$ cat src/rtl/awp_pkg.sv
`timescale 1ns/1ps
package awp_pkg;
  typedef enum logic [1:0] {S_IDLE, S_HDR, S_PAY, S_DROP} awp_state_e;

  // transaction code of header quadlet 0
  function automatic logic [3:0] hdr_tcode(input logic [31:0] q0);
    return q0[7:4];
  endfunction

  // data-length field of the last header quadlet
  function automatic logic [15:0] hdr_len(input logic [31:0] q3);
    return q3[31:16];
  endfunction

  function automatic logic tcode_ok(input logic [3:0] tc);
    return (tc == 4'd0) || (tc == 4'd1);
  endfunction

  // keep the leading bytes (bits 31:24 first), zero the rest
  function automatic logic [31:0] pad_q(input logic [31:0] d, input logic [2:0] keep);
    logic [31:0] m;
    case (keep)
      3'd1:    m = 32'hFF00_0000;
      3'd2:    m = 32'hFFFF_0000;
      3'd3:    m = 32'hFFFF_FF00;
      default: m = 32'hFFFF_FFFF;
    endcase
    return d & m;
  endfunction
endpackage

$ cat src/rtl/awp_mode_dec.sv
`timescale 1ns/1ps
module awp_mode_dec (
  input  logic en,
  input  logic src_stream,
  input  logic hdr_reg,
  output logic active,
  output logic use_stream,
  output logic ins_hdr
);
  assign active     = en;
  assign use_stream = src_stream;
  assign ins_hdr    = en & hdr_reg;
endmodule

$ cat src/rtl/awp_src_mux.sv
`timescale 1ns/1ps
module awp_src_mux #(
  parameter int QW = 32
) (
  input  logic          sel_st,
  input  logic          take,
  input  logic          st_valid,
  input  logic [QW-1:0] st_data,
  input  logic [2:0]    st_fmt,
  input  logic          hp_valid,
  input  logic [QW-1:0] hp_data,
  input  logic          hp_send,
  input  logic [1:0]    hp_nb,
  output logic          in_valid,
  output logic [QW-1:0] in_data,
  output logic          in_last,
  output logic [1:0]    in_nb,
  output logic          st_ready,
  output logic          hp_ready
);
  assign st_ready = take & sel_st;
  assign hp_ready = take & ~sel_st;
  assign in_valid = sel_st ? st_valid   : hp_valid;
  assign in_data  = sel_st ? st_data    : hp_data;
  assign in_last  = sel_st ? st_fmt[2]  : hp_send;
  assign in_nb    = sel_st ? st_fmt[1:0] : hp_nb;
endmodule

$ cat src/rtl/awp_end_calc.sv
`timescale 1ns/1ps
module awp_end_calc #(
  parameter int LW = 16
) (
  input  logic          in_last,
  input  logic [1:0]    in_nb,
  input  logic          payload,
  input  logic          auto_en,
  input  logic [LW-1:0] len,
  input  logic [LW:0]   bcnt,
  output logic          is_end,
  output logic [2:0]    keep
);
  localparam int CW = LW + 1;
  logic [CW-1:0] rem_w;
  logic          cnt_end_w;

  always_comb begin
    rem_w     = {1'b0, len} - bcnt;
    cnt_end_w = payload && auto_en && ({1'b0, len} <= bcnt + CW'(4));
    keep      = in_last ? ({1'b0, in_nb} + 3'd1) : 3'd4;
    if (cnt_end_w && (rem_w < CW'(keep))) keep = rem_w[2:0];
    is_end    = in_last || cnt_end_w;
  end
endmodule

$ cat src/rtl/awp_top.sv
`timescale 1ns/1ps
module awp_top
  import awp_pkg::*;
#(
  parameter int QW   = 32,
  parameter int LW   = 16,
  parameter int NHDR = 4
) (
  input  logic               clk,
  input  logic               rst_n,
  input  logic               cfg_enable,
  input  logic               cfg_src_stream,
  input  logic               cfg_hdr_reg,
  input  logic [NHDR*QW-1:0] cfg_hdr,
  input  logic               st_valid,
  output logic               st_ready,
  input  logic [QW-1:0]      st_data,
  input  logic [2:0]         st_fmt,
  input  logic               hp_valid,
  output logic               hp_ready,
  input  logic [QW-1:0]      hp_data,
  input  logic               hp_send,
  input  logic [1:0]         hp_nb,
  output logic               tx_valid,
  input  logic               tx_ready,
  output logic [QW-1:0]      tx_data,
  output logic               tx_first,
  output logic               tx_last,
  output logic               err_tcode
);
  localparam int HIW = $clog2(NHDR + 1);
  localparam int HSW = (NHDR > 1) ? $clog2(NHDR) : 1;
  localparam int CW  = LW + 1;
  localparam logic [HIW-1:0] IDX_PAY = HIW'(NHDR);
  localparam logic [HIW-1:0] IDX_LEN = HIW'(NHDR - 1);

  awp_state_e              state_q;
  logic [HIW-1:0]          hidx_q;
  logic [CW-1:0]           bcnt_q;
  logic [NHDR-1:0][QW-1:0] hdr_q;
  logic [3:0]              tc_q;
  logic [LW-1:0]           len_q;
  logic                    src_q, first_q, err_q;

  logic          active_w, use_st_w, ins_w;
  logic          sel_st_w, take_w, fire_w;
  logic          in_valid_w, in_last_w;
  logic [QW-1:0] in_data_w;
  logic [1:0]    in_nb_w;
  logic          out_free_w, in_pay_w, auto_en_w;
  logic [LW-1:0] len_eff_w;
  logic          is_end_w;
  logic [2:0]    keep_w;
  // named events, also observed by the checker
  logic          start_w, bad_w, hdr_load_w, pay_load_w, load_w;
  logic          pkt_idle_w, in_drop_w;

  awp_mode_dec u_mode (
    .en(cfg_enable), .src_stream(cfg_src_stream), .hdr_reg(cfg_hdr_reg),
    .active(active_w), .use_stream(use_st_w), .ins_hdr(ins_w)
  );

  awp_src_mux #(.QW(QW)) u_mux (
    .sel_st(sel_st_w), .take(take_w),
    .st_valid(st_valid), .st_data(st_data), .st_fmt(st_fmt),
    .hp_valid(hp_valid), .hp_data(hp_data), .hp_send(hp_send), .hp_nb(hp_nb),
    .in_valid(in_valid_w), .in_data(in_data_w), .in_last(in_last_w), .in_nb(in_nb_w),
    .st_ready(st_ready), .hp_ready(hp_ready)
  );

  awp_end_calc #(.LW(LW)) u_end (
    .in_last(in_last_w), .in_nb(in_nb_w), .payload(in_pay_w), .auto_en(auto_en_w),
    .len(len_eff_w), .bcnt(bcnt_q), .is_end(is_end_w), .keep(keep_w)
  );

  always_comb begin
    out_free_w = !tx_valid || tx_ready;
    in_pay_w   = (hidx_q == IDX_PAY);
    pkt_idle_w = (state_q == S_IDLE);
    in_drop_w  = (state_q == S_DROP);
    sel_st_w   = pkt_idle_w ? use_st_w : src_q;
    take_w     = ((state_q == S_PAY) && out_free_w) || in_drop_w;
    fire_w     = take_w && in_valid_w;
    auto_en_w  = (tc_q == 4'd0) || ((tc_q == 4'd1) && (len_q != '0));
    len_eff_w  = (tc_q == 4'd0) ? LW'(4) : len_q;
    start_w    = pkt_idle_w && active_w && in_valid_w;
    bad_w      = start_w && ins_w && !tcode_ok(hdr_tcode(cfg_hdr[31:0]));
    hdr_load_w = (state_q == S_HDR) && out_free_w;
    pay_load_w = (state_q == S_PAY) && fire_w;
    load_w     = hdr_load_w || pay_load_w;
  end

  assign err_tcode = err_q;

  always_ff @(posedge clk or negedge rst_n) begin
    if (!rst_n) begin
      state_q  <= S_IDLE;
      hidx_q   <= '0;
      bcnt_q   <= '0;
      hdr_q    <= '0;
      tc_q     <= '0;
      len_q    <= '0;
      src_q    <= 1'b0;
      first_q  <= 1'b0;
      err_q    <= 1'b0;
      tx_valid <= 1'b0;
      tx_data  <= '0;
      tx_first <= 1'b0;
      tx_last  <= 1'b0;
    end else begin
      err_q <= bad_w;
      if (out_free_w) begin
        tx_valid <= load_w;
        if (load_w) begin
          tx_data  <= hdr_load_w ? hdr_q[hidx_q[HSW-1:0]] : pad_q(in_data_w, keep_w);
          tx_first <= first_q;
          tx_last  <= pay_load_w && is_end_w;
        end
      end
      if (load_w) first_q <= 1'b0;
      case (state_q)
        S_IDLE: begin
          if (start_w) begin
            src_q   <= use_st_w;
            first_q <= 1'b1;
            bcnt_q  <= '0;
            if (ins_w) begin
              hdr_q <= cfg_hdr;
              tc_q  <= hdr_tcode(cfg_hdr[31:0]);
              len_q <= LW'(hdr_len(cfg_hdr[NHDR*QW-1 -: QW]));
              if (bad_w) begin
                state_q <= S_DROP;
                hidx_q  <= IDX_PAY;
              end else begin
                state_q <= S_HDR;
                hidx_q  <= '0;
              end
            end else begin
              state_q <= S_PAY;
              hidx_q  <= '0;
            end
          end
        end
        S_HDR: begin
          if (hdr_load_w) begin
            if (hidx_q == IDX_LEN) begin
              hidx_q  <= IDX_PAY;
              state_q <= S_PAY;
            end else begin
              hidx_q <= hidx_q + 1'b1;
            end
          end
        end
        S_PAY: begin
          if (fire_w) begin
            if (in_pay_w) begin
              bcnt_q <= bcnt_q + CW'(4);
            end else begin
              if (hidx_q == '0)     tc_q  <= hdr_tcode(in_data_w[31:0]);
              if (hidx_q == IDX_LEN) len_q <= LW'(hdr_len(in_data_w[31:0]));
              hidx_q <= hidx_q + 1'b1;
            end
            if (is_end_w) state_q <= S_IDLE;
          end
        end
        S_DROP: begin
          if (fire_w) begin
            bcnt_q <= bcnt_q + CW'(4);
            if (is_end_w) state_q <= S_IDLE;
          end
        end
        default: state_q <= S_IDLE;
      endcase
    end
  end
endmodule

$ cat config.mk
export PLATFORM = sky130hd
export DESIGN_NAME = awp_top
export DESIGN_NICKNAME = d
export VERILOG_FILES = /design/src/rtl/awp_pkg.sv /design/src/rtl/awp_mode_dec.sv /design/src/rtl/awp_src_mux.sv /design/src/rtl/awp_end_calc.sv /design/src/rtl/awp_top.sv
export SDC_FILE = /design/constraint.sdc
export NUM_CORES = 1
export LEC_CHECK = 0
export BUFFER_PORTS_ARGS = -buffer_cell sky130_fd_sc_hd__buf_2
export CAP_MARGIN = 10
export CORE_ASPECT_RATIO = 1.2
export CORE_MARGIN = 1
export CORE_UTILIZATION = 50
export CTS_CLUSTER_SIZE = 24
export DETAILED_ROUTE_END_ITERATION = 6
export PLACE_DENSITY = 0.84
export SKIP_CTS_REPAIR_TIMING = 1
export SLEW_MARGIN = 40
export SYNTH_ARGS = -nofsm -noshare
export SYNTH_HDL_FRONTEND = slang
export SYNTH_SLANG_ARGS = --single-unit
$ cat constraint.sdc
create_clock -name clk -period 6.34 [get_ports clk]
set_input_delay 1.268 -clock clk [delete_from_list [all_inputs] [get_ports clk]]
set_output_delay 1.268 -clock clk [all_outputs]
set_load 0.02 [all_outputs]
### After elaboration in Yosys (flattened, before gate mapping)

Cells that the tools add are included.

* flip-flop bits (word level): 208
* latch bits: 0
* memory bits (writable): 0
* memory bits (read-only): 0
* input port bits: 206
* word-level logic and storage cells: 138
* memories: 0

* add/subtract/negate cells: 4
* $mul: 0
* divide/modulo/power cells: 0
* magnitude comparators: 3
* equal/unequal tests: 22
* shifts and indexed selects: 0
* muxes and demuxes: 50
* bitwise gates (word level): 5
* reduce and logical (&&, ||, !) cells: 38

Operators by type and width (number)
* 32-bit 2-to-1 mux: 5
* 16-bit 2-to-1 mux: 6
* 24-bit case mux with 3 select lines: 1
* 17-bit 2-to-1 mux: 4
* 32-bit binary-select mux with 2-bit select: 1
* 17-bit case mux with 3 select lines: 1
* 32-bit AND: 1
* 16-bit case mux with 2 select lines: 1
* 3-bit 2-to-1 mux: 9
* 4-bit 2-to-1 mux: 5
* 17-bit by 3-bit adder with 17-bit output (second input constant): 1
* 16-bit by 17-bit <= comparator with 1-bit output: 1
* 17-bit by 3-bit < comparator with 1-bit output: 1
* 16-bit by 17-bit subtractor with 17-bit output: 1
* 2-bit 2-to-1 mux: 8
* 16-bit nonzero test: 1
* 5-bit AND reduction: 3
* 1-bit logical AND: 13
* 2-bit by 1-bit inequality test with 1-bit output (second input constant): 6
* 2-bit inequality test (second input constant): 6
* 6-bit AND reduction: 2
* 3-bit by 2-bit == test with 1-bit output (second input constant): 3
* 3-bit case mux with 3 select lines: 1
* 4-bit by 1-bit == test with 1-bit output (second input constant): 2
* other kinds (22): 39

### Logic depth before layout (Yosys ltp)

* depth in word-level cells: 14
* depth in mapped cells: 17

### Hierarchy

Synthesis repeated with hierarchy kept, for this count alone.

* cell total of the unflattened synthesis: 1027
* area, all modules: 11730.0 µm²

By module, submodules not included
* awp_top: times used 1, cells each 756, area an instance 9537.9 µm²
* awp_end_calc: times used 1, cells each 226, area an instance 1646.6 µm²
* awp_src_mux: times used 1, cells each 42, area an instance 524.3 µm²
* awp_mode_dec: times used 1, cells each 3, area an instance 21.3 µm²

### Worst setup path after synthesis

OpenSTA, ideal clock, no wires.

* path type: input -> register
* start: input cfg_src_stream
* end: register tx_data[0]
* library setup time: 0.142 ns
* data arrival time: 5.189 ns
* required time: 6.198 ns
* setup slack: 1.009 ns
* stages: 15
* cell sequence: mux2i_1 > clkbuf_1 > clkbuf_1 > mux2_2 > ha_1 > nand2_1 > ha_1 > o21a_1 > o21ai_0 > o2111ai_1 > a2111oi_0 > nand4_1 > nor4_4 > mux2i_1 > o22ai_1

* cells in the longest elaborated chain, start to end: 13
* elaborated cells between the ends (all ways): 22

Ends and longest elaborated chain
* start, declared: RTL line awp_top.sv:12 `input logic cfg_src_stream,`
* 1-bit 2-to-1 mux *: RTL line awp_top.sv:81 `sel_st_w = pkt_idle_w ? use_st_w : src_q;`
* 2-bit 2-to-1 mux: RTL line awp_src_mux.sv:26 `assign in_nb = sel_st ? st_fmt[1:0] : hp_nb;`
* 2-bit by 1-bit adder with 3-bit output: RTL line awp_end_calc.sv:21 `keep = in_last ? ({1'b0, in_nb} + 3'd1) : 3'd4;`
* 3-bit 2-to-1 mux: RTL line awp_end_calc.sv:21
* 17-bit by 3-bit < comparator with 1-bit output: RTL line awp_end_calc.sv:22 `if (cnt_end_w && (rem_w < CW'(keep))) keep = rem_w[2:0];`
* 1-bit logical AND: RTL line awp_end_calc.sv:22
* 3-bit 2-to-1 mux: RTL line awp_end_calc.sv:22
* 3-bit by 2-bit == test with 1-bit output or 3-bit by 1-bit == test with 1-bit output (tied branches): RTL line awp_pkg.sv:22 `case (keep)`
* 24-bit case mux with 3 select lines: RTL line awp_pkg.sv:22
* 32-bit 2-to-1 mux: RTL line awp_top.sv:114 `if (load_w) begin`
* 32-bit 2-to-1 mux: RTL line awp_top.sv:112 `if (out_free_w) begin`
* 32-bit AND: RTL line awp_pkg.sv:28 `return d & m;`
* 32-bit 2-to-1 mux: RTL line awp_top.sv:115 `tx_data <= hdr_load_w ? hdr_q[hidx_q[HSW-1:0]] : pad_q(in_data_w, keep_w);`
* end signal, assigned: RTL line awp_top.sv:115
* end, declared: RTL line awp_top.sv:26 `output logic [QW-1:0] tx_data,`

Mark *: on every way between the ends. The rest lies on a longest branch, timed or not. The select of a mux whose other input is x is not followed.
A chain may end at the register's enable or synchronous reset.

### Worst setup path after layout

* start: register bcnt_q[3]
* end: register tx_data[11]

* cells in the longest elaborated chain, start to end: 11
* elaborated cells between the ends (all ways): 15

Ends and longest elaborated chain
* start, declared: RTL line awp_top.sv:39 `logic [CW-1:0] bcnt_q;`
* start signal, assigned: RTL line awp_top.sv:157 `bcnt_q <= bcnt_q + CW'(4);`
* start signal, assigned: RTL line awp_top.sv:168 `bcnt_q <= bcnt_q + CW'(4);`
* 17-bit by 3-bit adder with 17-bit output: RTL line awp_end_calc.sv:20 `cnt_end_w = payload && auto_en && ({1'b0, len} <= bcnt + CW'(4));`
* 16-bit by 17-bit <= comparator with 1-bit output: RTL line awp_end_calc.sv:20
* 1-bit logical AND: RTL line awp_end_calc.sv:20
* 1-bit logical AND *: RTL line awp_end_calc.sv:22
* 3-bit 2-to-1 mux *: RTL line awp_end_calc.sv:22
* 3-bit by 2-bit == test with 1-bit output or 3-bit by 1-bit == test with 1-bit output (tied branches): RTL line awp_pkg.sv:22
* 24-bit case mux with 3 select lines *: RTL line awp_pkg.sv:22
* 32-bit 2-to-1 mux *: RTL line awp_top.sv:114
* 32-bit 2-to-1 mux *: RTL line awp_top.sv:112
* 32-bit AND *: RTL line awp_pkg.sv:28
* 32-bit 2-to-1 mux *: RTL line awp_top.sv:115

Marked as above.

==> results.sh <==
export IMPL_fp_dieH_um=168
export IMPL_worstHoldPathCells=1
export IMPL_cp_max_fo=14
export IMPL_multi_input_area_um2=6040
export IMPL_hp_class="reg -> reg"
export IMPL_path_class="reg -> reg"
export IMPL_routedWlPerCell_um=21.2
export IMPL_rr_worst_depth=15
export IMPL_rows=60
export IMPL_drive_above_1_share_pct=37.8
export IMPL_postSynthCellCount=1046
export IMPL_drt_iter0_markers=713
export IMPL_setup_tns_ns=0
export IMPL_p_leak_uw=0.00608
export IMPL_vias=9332
export IMPL_coreArea_um2=22500
export IMPL_maxCapViolations=0
export IMPL_synth_seq_area_share_pct=44.8
export IMPL_async_reset_ff_share_pct=100
export IMPL_cp_num_buf_inv=1
export IMPL_synth_flop_cell="dfrtp_1"
export IMPL_area_delta_synth_final_pct=19.6
export IMPL_die_x_um=141
export IMPL_clock_sinks=206
export IMPL_hp_start="hdr_q[64]"
export IMPL_antenna_found_initial=11
export IMPL_cp_start_kind="register"
export IMPL_cp_end_kind="register"
export IMPL_io_buffers=243
export IMPL_drc=0
export IMPL_synth_seq_cells=206
export IMPL_final_net_count=1492
export IMPL_grt_pass1_vias=9770
export IMPL_rr_startpoint="bcnt_q[3]"
export IMPL_cp_required_ns=6.69
export IMPL_clk_pin_slew_worst_paths_ns=0.07
export IMPL_hold_viol_final=0
export IMPL_final_cells=1559
export IMPL_dp_cells=1508
export IMPL_synth_top_area_share_pct=44.8
export IMPL_insertion_delay_ns=0.51
export IMPL_rr_endpoint="tx_data[11]"
export IMPL_crit_path_max_incr_delay_ns=0.61
export IMPL_ys_types=72
export IMPL_ir_drop_mv=0.305
export IMPL_ff_latch_area_um2=5160
export IMPL_path_delay_family="simple AND/OR/NAND/NOR gates"
export IMPL_grt_total_usage_pct=28.4
export IMPL_grt_max_degree=81
export IMPL_crit_path_top_delay_cell="mux2i_2"
export IMPL_cts_made_buffers=22
export IMPL_worst_slew_pin_slew_ns=0.712
export IMPL_syn_area_um2=11500
export IMPL_first_pass_iters=5
export IMPL_period_minus_slack_ns=5.03
export IMPL_setup_viol=0
export IMPL_viasPerCell=5.99
export IMPL_startpoint="bcnt_q[3]"
export IMPL_ys_warnings_count=0
export IMPL_dp_hpwl_um=23500
export IMPL_regToRegSetupSlack_ns=1.31
export IMPL_grt_pass1_wl_um=52200
export IMPL_n_fill_cell=1755
export IMPL_ant_nets=0
export IMPL_cts_buffer_depth=3
export IMPL_cts_tree="done"
export IMPL_overflow=0
export IMPL_powerDensity_nw_per_um2=537
export IMPL_fin_skew_ns=0.0149
export IMPL_ios=244
export IMPL_synth_enable_flop_cells=0
export IMPL_avgSynthCellArea_um2=11.0
export IMPL_cts_root_buf="clkbuf_16"
export IMPL_slew_headroom_pct=52.0
export IMPL_path_cells="ha_1 > inv_1 > nor3_1 > and4_1 > xnor2_1 > ha_1 > and4_1 > o2111ai_1 > a2111oi_0 > o21bai_1 > a21oi_1 > nand4_1 > nor4_4 > mux2i_2 > o22ai_1"
export IMPL_synth_top_area_cell="dfrtp_1"
export IMPL_rsz0062_at_grt="false"
export IMPL_synth_area_top_cells="dfrtp_1 (45%), mux2_2 (13%), mux4_2 (6.3%), mux2i_1 (3.8%), ha_1 (3.6%)"
export IMPL_htreeDepth=1
export IMPL_worstPathArrival_ns=5.39
export IMPL_status="complete, no violations"
export IMPL_fmax_mhz=199
export IMPL_fin_crit_sh_pct=79.4
export IMPL_initial_utilization_pct=51.1
export IMPL_syn_num_nets=1285
export IMPL_finalMaxSlewViolations=0
export IMPL_place_congestion=0.913
export IMPL_die_area_um2=23600
export IMPL_worstHoldEndpoint="hdr_q[64]"
export IMPL_drt_total_wl_um=33100
worst reg2reg max path, delay by kind of cell, from the launching register on:
family,cells,cell delay (ns)
flops,1,0.59
buf+inv,1,0.13
xor+xnor,1,0.09
mux,1,0.61
simple gates,5,1.59
fa+ha+maj,2,0.71
compound gates,5,1.15
where the power goes:
group / internal (uW) / switching [uW] / leakage [uW]
sequential: 1940 / 510 / 0.00251
combinational: 1620 / 1930 / 0.00317
clock: 848 / 547 / 0.000390
total: 4410 / 2990 / 0.00608
placed cells by master, fill, tap and decap left out, drive strengths merged, types with 12 or more instances in the layout:
cell type	count
buf	250
nor2b	12
o22ai	25
mux4	32
and2	13
mux2i	44
inv	26
dfrtp	206
clkbuf	31
ha	33
mux2	135
nor2	65
o21ai	72
xnor2	20
nand3	13
a21oi	50
nand2	97
o31ai	14
metal layers:
metal  vias up  global-route usage (%)  wire length [um]  part of all wire, %
met5         -                       0                13                0.039
met4         2                    13.7              1450                  4.4
met3       105                    5.69              2250                  6.8
met2       383                    48.8             16900                   51
met1      4600                    34.1             12500                   38
li1       4242                       -                 -                    -
registers in the layout, indices dropped and copies added (netlist names):
register / flops
hdr_q: 128
err_tcode: 1
state_q: 2
tx_data: 32
tx_last: 1
hidx_q: 3
first_q: 1
tx_first: 1
src_q: 1
tc_q: 4
bcnt_q: 15
len_q: 16
tx_valid: 1
cells in the mapped netlist, types with 3 or more instances:
library cell	count
nand4_1	9
nand3_1	13
o211ai_1	6
inv_1	25
xor2_1	6
a21oi_1	50
o21ai_0	72
buf_1	8
nor3b_1	3
o31ai_1	14
xnor2_1	20
o221ai_1	3
nand2_1	97
clkbuf_1	55
mux2_2	135
mux4_2	32
nor2_1	65
and4_1	3
nand2b_1	6
a21o_1	9
a31oi_1	5
ha_1	33
mux2i_1	44
o21a_1	4
o22ai_1	25
and3_1	4
nor2b_1	12
nor3_1	8
and2_1	12
nor4_1	3
maj3_1	3
dfrtp_1	206
o41ai_4	3
cells by family (layout without fill, tap and decap cells):
group / Yosys count / after routing / share of synthesized area, %
fa+ha+maj: 36 / 36 / 3.85
simple gates: 251 / 251 / 10.4
compound gates: 222 / 222 / 12.5
xor+xnor: 26 / 26 / 1.98
mux: 211 / 211 / 23.3
flops: 206 / 206 / 44.8
buf+inv: 93 / 316 / 3.22
other cells: 1 / 12 / 0.0326
per-stage QoR:
step           hold WS (ns)  instance area, um2  setup slack (ns)  total power (uW)  utilization [%]
2_1_floorplan         0.463               11500              1.01              4940                -
3_3_place_gp          0.484               12900              1.27              5770             57.3
3_5_place_dp          0.493               12900              1.12              5900             57.3
4_1_cts               0.505               13700              1.23              7340             60.8
5_1_grt               0.520               13800             0.863              7840             61.1
6_report              0.502               13800              1.31              7390             61.1
cell type report:
cell class,count,area share (%)
inverter,25,0.682
multi-input combinational,747,43.9
clock inverter,10,1.03
sequential,206,37.5
antenna,11,0.200
tap,279,2.54
clock buffer,30,4.73
timing repair buffer,251,9.48
worst max path at each step:
stage,to,slack (ns),cells past startpoint
floorplan,tx_data[0],1.01,15
global placement,tx_data[13],1.27,13
detailed placement,tx_data[11],1.12,13
CTS,tx_data[11],1.23,15
global route,tx_data[11],0.86,15
finish,tx_data[11],1.31,15
Power figures use the tool's default switching activity.
